$ cat src/rtl/mdio_pkg.sv
// Package for the MDIO master: register offsets, frame geometry and the
// frame builder shared by the register file and the shifter.
// Assumes a 64-bit frame image: 32 preamble ones then 32 frame bits.
package mdio_pkg;

    localparam int FRAME_BITS = 64;
    localparam int PRE_BITS   = 32;
    localparam int PAYLOAD_W  = 16;
    localparam int TA_POS     = 46;   // first turnaround bit position
    localparam int RX_POS     = 48;   // first read data bit position
    localparam int DIV_MIN    = 5;

    localparam logic [7:0] OFS_STAT = 8'h30;
    localparam logic [7:0] OFS_CTRL = 8'h34;
    localparam logic [7:0] OFS_DATA = 8'h38;
    localparam logic [7:0] OFS_ADDR = 8'h3C;

    typedef enum logic [1:0] {
        FK_ADDR  = 2'd0,
        FK_WRITE = 2'd1,
        FK_READ  = 2'd2
    } frame_kind_t;

    // Build the full 64-bit frame image, transmitted MSB first.
    function automatic logic [FRAME_BITS-1:0] make_frame(
        input logic                 c45,
        input frame_kind_t          kind,
        input logic [4:0]           port,
        input logic [4:0]           dev,
        input logic [PAYLOAD_W-1:0] payload
    );
        logic [1:0] st;
        logic [1:0] op;
        logic [1:0] ta;
        logic [PAYLOAD_W-1:0] pl;
        st = c45 ? 2'b00 : 2'b01;
        ta = 2'b10;
        pl = payload;
        unique case (kind)
            FK_ADDR:  op = 2'b00;
            FK_WRITE: op = 2'b01;
            default: begin
                op = c45 ? 2'b11 : 2'b10;
                ta = 2'b11;
                pl = '1;
            end
        endcase
        return {{PRE_BITS{1'b1}}, st, op, port, dev, ta, pl};
    endfunction

endpackage

$ cat src/rtl/mdio_regs.sv
// Register file of the MDIO master. Holds configuration, control, data and
// address words, decodes launching writes and returns read data.
// Assumes at most one bus write per cycle; all writes are dropped while busy.
module mdio_regs
    import mdio_pkg::*;
#(
    parameter int ADDR_W    = 6,
    parameter int DIV_W     = 9,
    parameter int DIV_RESET = 5
) (
    input  logic                  clk,
    input  logic                  rst_n,
    input  logic                  bus_wr,
    input  logic [ADDR_W-1:0]     bus_addr,
    input  logic [31:0]           bus_wdata,
    output logic [31:0]           bus_rdata,
    input  logic                  busy,
    input  logic                  rd_err,
    input  logic                  done_rd,
    input  logic [PAYLOAD_W-1:0]  rx_data,
    output logic                  launch,
    output logic [FRAME_BITS-1:0] frame,
    output logic                  frame_rd,
    output logic                  pre_dis,
    output logic [DIV_W-1:0]      div
);

    localparam int DIV_LSB = 7;
    localparam logic [ADDR_W-1:0] A_STAT = ADDR_W'(OFS_STAT);
    localparam logic [ADDR_W-1:0] A_CTRL = ADDR_W'(OFS_CTRL);
    localparam logic [ADDR_W-1:0] A_DATA = ADDR_W'(OFS_DATA);
    localparam logic [ADDR_W-1:0] A_ADDR = ADDR_W'(OFS_ADDR);

    logic                 c45_q;
    logic [4:0]           dev_q;
    logic [4:0]           port_q;
    logic                 pinc_q;
    logic [PAYLOAD_W-1:0] data_q;
    logic [PAYLOAD_W-1:0] addr_q;
    logic [DIV_W-1:0]     wr_div;
    logic wr_stat, wr_ctrl, wr_data, wr_addr;
    logic unused_wdata;

    assign wr_stat = bus_wr && (bus_addr == A_STAT);
    assign wr_ctrl = bus_wr && (bus_addr == A_CTRL);
    assign wr_data = bus_wr && (bus_addr == A_DATA);
    assign wr_addr = bus_wr && (bus_addr == A_ADDR);
    assign wr_div  = bus_wdata[DIV_LSB +: DIV_W];
    assign unused_wdata = ^{bus_wdata[31:16], bus_wdata[13:10]};

    // Store configuration and operands; load read result at frame end.
    always_ff @(posedge clk) begin
        if (!rst_n) begin
            c45_q   <= 1'b0;
            pre_dis <= 1'b0;
            div     <= DIV_W'(DIV_RESET);
            dev_q   <= '0;
            port_q  <= '0;
            pinc_q  <= 1'b0;
            data_q  <= '0;
            addr_q  <= '0;
        end else begin
            if (!busy) begin
                if (wr_stat) begin
                    pre_dis <= bus_wdata[5];
                    c45_q   <= bus_wdata[6];
                    if (wr_div >= DIV_W'(DIV_MIN))
                        div <= wr_div;
                end
                if (wr_ctrl) begin
                    dev_q  <= bus_wdata[4:0];
                    port_q <= bus_wdata[9:5];
                    pinc_q <= bus_wdata[14];
                end
                if (wr_data) data_q <= bus_wdata[PAYLOAD_W-1:0];
                if (wr_addr) addr_q <= bus_wdata[PAYLOAD_W-1:0];
            end
            if (done_rd) data_q <= rx_data;
        end
    end

    // Decide whether this write starts a frame and build its image.
    always_comb begin
        launch   = 1'b0;
        frame_rd = 1'b0;
        frame    = make_frame(c45_q, FK_WRITE, port_q, dev_q, bus_wdata[PAYLOAD_W-1:0]);
        if (!busy) begin
            if (wr_ctrl && bus_wdata[15]) begin
                launch   = 1'b1;
                frame_rd = 1'b1;
                frame    = make_frame(c45_q, FK_READ, bus_wdata[9:5], bus_wdata[4:0], '0);
            end else if (wr_data) begin
                launch = 1'b1;
            end else if (wr_addr && c45_q) begin
                launch = 1'b1;
                frame  = make_frame(1'b1, FK_ADDR, port_q, dev_q, bus_wdata[PAYLOAD_W-1:0]);
            end
        end
    end

    // Side-effect-free read multiplexer.
    always_comb begin
        bus_rdata = '0;
        unique case (bus_addr)
            A_STAT: begin
                bus_rdata[0] = busy;
                bus_rdata[1] = rd_err;
                bus_rdata[5] = pre_dis;
                bus_rdata[6] = c45_q;
                bus_rdata[DIV_LSB +: DIV_W] = div;
            end
            A_CTRL: bus_rdata = {17'd0, pinc_q, 4'd0, port_q, dev_q};
            A_DATA: bus_rdata = {16'd0, data_q};
            A_ADDR: bus_rdata = {16'd0, addr_q};
            default: bus_rdata = '0;
        endcase
    end

endmodule

$ cat src/rtl/mdio_clkgen.sv
// MDC generator. While run is high it produces one MDC period every
// 2*div+1 clocks: low for div+1 clocks, then high for div clocks.
// rise_tick marks the edge where MDC goes high, fall_tick the period end.
// Assumes div >= 1 and that run rises with the counter at zero.
module mdio_clkgen #(
    parameter int DIV_W = 9
) (
    input  logic             clk,
    input  logic             rst_n,
    input  logic             run,
    input  logic [DIV_W-1:0] div,
    output logic             mdc,
    output logic             rise_tick,
    output logic             fall_tick
);

    localparam int CNT_W = DIV_W + 1;

    logic [CNT_W-1:0] cnt;

    assign rise_tick = run && (cnt == {1'b0, div});
    assign fall_tick = run && (cnt == {div, 1'b0});

    // Count clocks inside one MDC period and toggle MDC at the ticks.
    always_ff @(posedge clk) begin
        if (!rst_n || !run) begin
            cnt <= '0;
            mdc <= 1'b0;
        end else if (fall_tick) begin
            cnt <= '0;
            mdc <= 1'b0;
        end else begin
            cnt <= cnt + 1'b1;
            if (rise_tick) mdc <= 1'b1;
        end
    end

endmodule

$ cat src/rtl/mdio_shifter.sv
// Frame shifter. Walks the 64-bit frame image one bit per MDC period,
// drives the data line, releases it for the read turnaround and data,
// samples reply bits on MDC rising edges and flags a bad turnaround.
// Assumes mdio_i is already synchronous to clk.
module mdio_shifter
    import mdio_pkg::*;
(
    input  logic                  clk,
    input  logic                  rst_n,
    input  logic                  launch,
    input  logic [FRAME_BITS-1:0] frame_in,
    input  logic                  frame_rd,
    input  logic                  pre_dis,
    input  logic                  rise_tick,
    input  logic                  fall_tick,
    input  logic                  mdio_i,
    output logic                  busy,
    output logic                  rd_err,
    output logic                  done_rd,
    output logic [PAYLOAD_W-1:0]  rx_data,
    output logic                  mdio_o,
    output logic                  mdio_oe
);

    localparam int POS_W = $clog2(FRAME_BITS);
    localparam logic [POS_W-1:0] POS_LAST = POS_W'(FRAME_BITS - 1);

    logic [FRAME_BITS-1:0] frame_q;
    logic [POS_W-1:0]      pos;
    logic                  is_rd;

    assign done_rd = busy && is_rd && fall_tick && (pos == POS_LAST);
    assign mdio_o  = busy ? frame_q[POS_LAST - pos] : 1'b1;
    assign mdio_oe = busy && !(is_rd && (pos >= POS_W'(TA_POS)));

    // Sequence the frame bits and collect the reply.
    always_ff @(posedge clk) begin
        if (!rst_n) begin
            busy    <= 1'b0;
            rd_err  <= 1'b0;
            is_rd   <= 1'b0;
            pos     <= '0;
            frame_q <= '0;
            rx_data <= '0;
        end else if (launch) begin
            busy    <= 1'b1;
            is_rd   <= frame_rd;
            frame_q <= frame_in;
            pos     <= pre_dis ? POS_W'(PRE_BITS) : '0;
            rx_data <= '0;
            if (frame_rd) rd_err <= 1'b0;
        end else if (busy) begin
            if (rise_tick && is_rd) begin
                if (pos == POS_W'(TA_POS + 1)) rd_err <= mdio_i;
                if (pos >= POS_W'(RX_POS)) rx_data <= {rx_data[PAYLOAD_W-2:0], mdio_i};
            end
            if (fall_tick) begin
                if (pos == POS_LAST) busy <= 1'b0;
                else pos <= pos + 1'b1;
            end
        end
    end

endmodule

$ cat src/rtl/mdio_master.sv
// Top of the MDIO management master: register file, MDC generator and
// frame shifter. The data line pad is outside: mdio_o/mdio_oe/mdio_i.
// Assumes the bus issues single-cycle write strobes and mdio_i is synchronous.
module mdio_master
    import mdio_pkg::*;
#(
    parameter int ADDR_W    = 6,
    parameter int DIV_W     = 9,
    parameter int DIV_RESET = 5
) (
    input  logic              clk,
    input  logic              rst_n,
    input  logic              bus_wr,
    input  logic [ADDR_W-1:0] bus_addr,
    input  logic [31:0]       bus_wdata,
    output logic [31:0]       bus_rdata,
    output logic              mdc,
    output logic              mdio_o,
    output logic              mdio_oe,
    input  logic              mdio_i
);

    logic                  busy;
    logic                  rd_err;
    logic                  done_rd;
    logic [PAYLOAD_W-1:0]  rx_data;
    logic                  launch;
    logic [FRAME_BITS-1:0] frame;
    logic                  frame_rd;
    logic                  pre_dis;
    logic [DIV_W-1:0]      div;
    logic                  rise_tick;
    logic                  fall_tick;

    mdio_regs #(
        .ADDR_W   (ADDR_W),
        .DIV_W    (DIV_W),
        .DIV_RESET(DIV_RESET)
    ) u_regs (
        .clk      (clk),
        .rst_n    (rst_n),
        .bus_wr   (bus_wr),
        .bus_addr (bus_addr),
        .bus_wdata(bus_wdata),
        .bus_rdata(bus_rdata),
        .busy     (busy),
        .rd_err   (rd_err),
        .done_rd  (done_rd),
        .rx_data  (rx_data),
        .launch   (launch),
        .frame    (frame),
        .frame_rd (frame_rd),
        .pre_dis  (pre_dis),
        .div      (div)
    );

    mdio_clkgen #(
        .DIV_W(DIV_W)
    ) u_clk (
        .clk      (clk),
        .rst_n    (rst_n),
        .run      (busy),
        .div      (div),
        .mdc      (mdc),
        .rise_tick(rise_tick),
        .fall_tick(fall_tick)
    );

    mdio_shifter u_shift (
        .clk      (clk),
        .rst_n    (rst_n),
        .launch   (launch),
        .frame_in (frame),
        .frame_rd (frame_rd),
        .pre_dis  (pre_dis),
        .rise_tick(rise_tick),
        .fall_tick(fall_tick),
        .mdio_i   (mdio_i),
        .busy     (busy),
        .rd_err   (rd_err),
        .done_rd  (done_rd),
        .rx_data  (rx_data),
        .mdio_o   (mdio_o),
        .mdio_oe  (mdio_oe)
    );

endmodule

$ cat config.mk
export PLATFORM = sky130hd
export DESIGN_NAME = mdio_master
export DESIGN_NICKNAME = d
export VERILOG_FILES = /design/src/rtl/mdio_pkg.sv /design/src/rtl/mdio_regs.sv /design/src/rtl/mdio_clkgen.sv /design/src/rtl/mdio_shifter.sv /design/src/rtl/mdio_master.sv
export SDC_FILE = /design/constraint.sdc
export NUM_CORES = 1
export LEC_CHECK = 0
export ABC_AREA = 1
export BUFFER_PORTS_ARGS = -buffer_cell sky130_fd_sc_hd__buf_2
export CORE_ASPECT_RATIO = 0.7
export CORE_MARGIN = 4
export CORE_UTILIZATION = 50
export DETAILED_ROUTE_END_ITERATION = 8
export PLACE_DENSITY = 0.72
export REMOVE_ABC_BUFFERS = 1
export SYNTH_ARGS = -nofsm -noshare
export SYNTH_HDL_FRONTEND = slang
export SYNTH_HIERARCHICAL = 1
export SYNTH_SLANG_ARGS = --single-unit
export TNS_END_PERCENT = 50
$ cat constraint.sdc
create_clock -name clk -period 2.7 [get_ports clk]
set_clock_uncertainty 0.15 [all_clocks]
set_input_delay 0.54 -clock clk [delete_from_list [all_inputs] [get_ports clk]]
set_output_delay 0.54 -clock clk [all_outputs]
set_load 0.1 [all_outputs]
==> impl_metrics.json <==
{
  "reg2reg_depth": 12,
  "drv_slew": 0,
  "finalPower_mw": 4.90,
  "status": "complete, no violations",
  "hold_violations": 0,
  "die_y_um": 113,
  "drtIter0Drc": 791,
  "vias_per_cell": 5.21,
  "grt_start_max_net_pins": 60,
  "placementRows": 38,
  "ys.flop_type": "dfxtp_1",
  "clock_latency_ns": 0.43,
  "whs_path_depth": 3,
  "powerDensity_nw_per_um2": 535,
  "critPathLaunch": "u_shift/pos[0]",
  "worstHoldStart": "bus_wdata[2]",
  "stdcell_area_um2": 9160,
  "synth_area_leaders": "dfxtp_1 (39%), nand2_1 (13%), nor2_1 (9.7%)",
  "relSlewSlack": 0.654,
  "syn_area_um2": 7910,
  "cts.path.max_buffers": 2,
  "synth-edff-count": 0,
  "gr-total-overflow": 0,
  "ys_types": 40,
  "drt_pre_antenna_iters": 5,
  "layout-drive-gt1-share": 0.135,
  "setup_violations": 0,
  "antenna_found_initial": 0,
  "cp.arrival_ns": 2.00,
  "hold_end": "u_regs/dev_q[2]",
  "grt_pass1_wl_mm": 33.6,
  "placed_area_um2": 8400,
  "antennaDiodeCount": 0,
  "syn_inst": 1183,
  "required_ns": 2.01,
  "maxCapViolCount": 0,
  "max-vdd-ir-drop_uv": 449,
  "grt_usage": 0.235,
  "cp_max_fo": 8,
  "nets": 1265,
  "yosysTopAreaCell": "dfxtp_1",
  "route.detailed.drc": 0,
  "start_util": 0.511,
  "grt_pass1_vias": 6582,
  "htreeDepth": 4,
  "clock.fmax_mhz": 371,
  "drtAntennaViolNets": 0,
  "regToRegEndpoint": "u_shift/rd_err",
  "layout_common_cells": "nand2_1 (267), nor2_1 (202), dfxtp_1 (151), o21ai_0 (143), inv_1 (81)",
  "die-width_um": 158,
  "yosysWarningCount": 6,
  "synth-seq-area-share": 0.390,
  "hold_path.class": "input port to flop",
  "cts_buffers": 17,
  "cp-start-kind": "flop",
  "finalCritPeriodShare": 0.998,
  "cts_sinks": 154,
  "min_period_ns": 2.69,
  "vias": 7467,
  "clk_pin_slew_worst_paths_ns": 0.07,
  "path_class": "flop to output pin",
  "area_delta_synth_final_pct": 15.8,
  "ys_ff_latch": 154,
  "yosysTopAreaCellShare": 0.390,
  "whs_ns": 0.199,
  "pin_count": 77,
  "synth_async_sr_flop_share": 0,
  "wirelength_mm": 20.8,
  "fin_cells": 1434,
  "syn_area_per_cell_um2": 6.69,
  "rsz0062_at_grt": "yes",
  "r2r_start": "u_shift/busy",
  "p_leak_nw": 4.04,
  "dp_hpwl_mm": 14.0,
  "endpoint_kind": "output pin",
  "worstMarginPinSlew_ns": 0.519,
  "die-area_um2": 17900,
  "port_buffers": 44,
  "core_um2": 15500,
  "reg2reg_slack_ns": 0.21,
  "cts_tree": "built",
  "layout_commonest_cell": "nand2_1",
  "gp_congestion": 0.889,
  "nFillCells": 1449,
  "cts_root_buf": "clkbuf_16",
  "dp.cells": 1395,
  "route.detailed.wl_per_inst_um": 14.5
}
[where the power goes]
part	switching, mW	internal [mW]
sequential	0.00838	2.29
clock	1.04	1.29
combinational	0.227	0.0559
[kinds of logic (layout without fill, tap and decap cells)]
| kind of cell | after synthesis | count (layout) | share of synthesized area |
|---|---|---|---|
| DFF | 154 | 154 | 0.390 |
| xor gates and xnor gates | 10 | 10 | 0.0111 |
| buffers and inverters | 209 | 212 | 0.139 |
| and+or+nand+nor | 577 | 577 | 0.306 |
| other | 2 | 50 | 0.000949 |
| AOI/OAI and AO/OA | 229 | 229 | 0.150 |
| adders and majority gates | 2 | 2 | 0.00316 |
[cells in the mapped netlist, types with 8 or more instances]
cell type,number
nand2_1,269
nor2_1,205
dfxtp_1,154
o21ai_0,143
inv_1,82
a21oi_1,68
nand3_1,63
buf_4,59
clkbuf_1,26
buf_2,20
buf_6,9
inv_2,9
nand4_1,9
xor2_1,8
[layer usage]
metal	global-route usage	wire [µm]	vias up
met5	0	0	-
met4	0.0710	319	0
met3	0.0493	1860	28
met2	0.324	8580	278
met1	0.362	10100	3421
li1	-	-	3740
[critical path: stages, from the launching register on]
cell       delay, ns
dfxtp_4         0.37
clkbuf_4        0.17
clkbuf_16       0.17
nand2_1         0.09
nand3_1         0.09
nand3_1         0.09
nand3_1         0.11
a21oi_2         0.16
nor2_2          0.06
nand2_2         0.09
buf_12          0.17
[registers in the layout, indices dropped and copies added, names as in the netlist, 5 cells and up]
signal / count
u_shift/rx_data: 16
u_regs/port_q: 5
u_clk/cnt: 10
u_regs/addr_q: 16
u_regs/dev_q: 5
u_shift/frame_q: 64
u_regs/data_q: 16
u_regs/div: 9
u_shift/pos: 6
[area by class of cell]
cell class | count | area (µm²) | area share
multi-input cells | 868 | 3950 | 0.431
clock buffers | 17 | 425 | 0.0464
repair buffers | 85 | 940 | 0.103
well taps | 200 | 250 | 0.0273
clock inverters | 15 | 141 | 0.0154
flip-flops and latches | 154 | 3090 | 0.337
inverters | 95 | 373 | 0.0407
[through the flow]
step                      utilization  setup WS [ns]  TNS [ns]
after CTS                       0.579         0.0330         0
final                           0.591        0.00647         0
after floorplan                     -          -2.77   -131.33
after detailed placement        0.542          0.148         0
after global placement          0.542          0.185         0
after global routing            0.591        -0.0668   -0.0668
[worst max-delay path by stage]
stage / end / depth (start not counted) / slack, ns
2_1_floorplan: u_regs/data_q[10] / 10 / -2.77
3_3_place_gp: u_shift/rx_data[12] / 12 / 0.19
3_5_place_dp: u_regs/data_q[2] / 13 / 0.15
4_1_cts: mdio_o / 12 / 0.03
5_1_grt: mdio_o / 12 / -0.07
6_report: mdio_o / 10 / 0.006
[what timing repair did]
action	CTS	global route
pin swaps	0	2
gates cloned	0	3
gates resized for setup	5	17
endpoints found under the setup margin	1	17
hold buffers	0	0
setup buffers	0	4
Note: power is estimated with default switching activity, not from simulation.
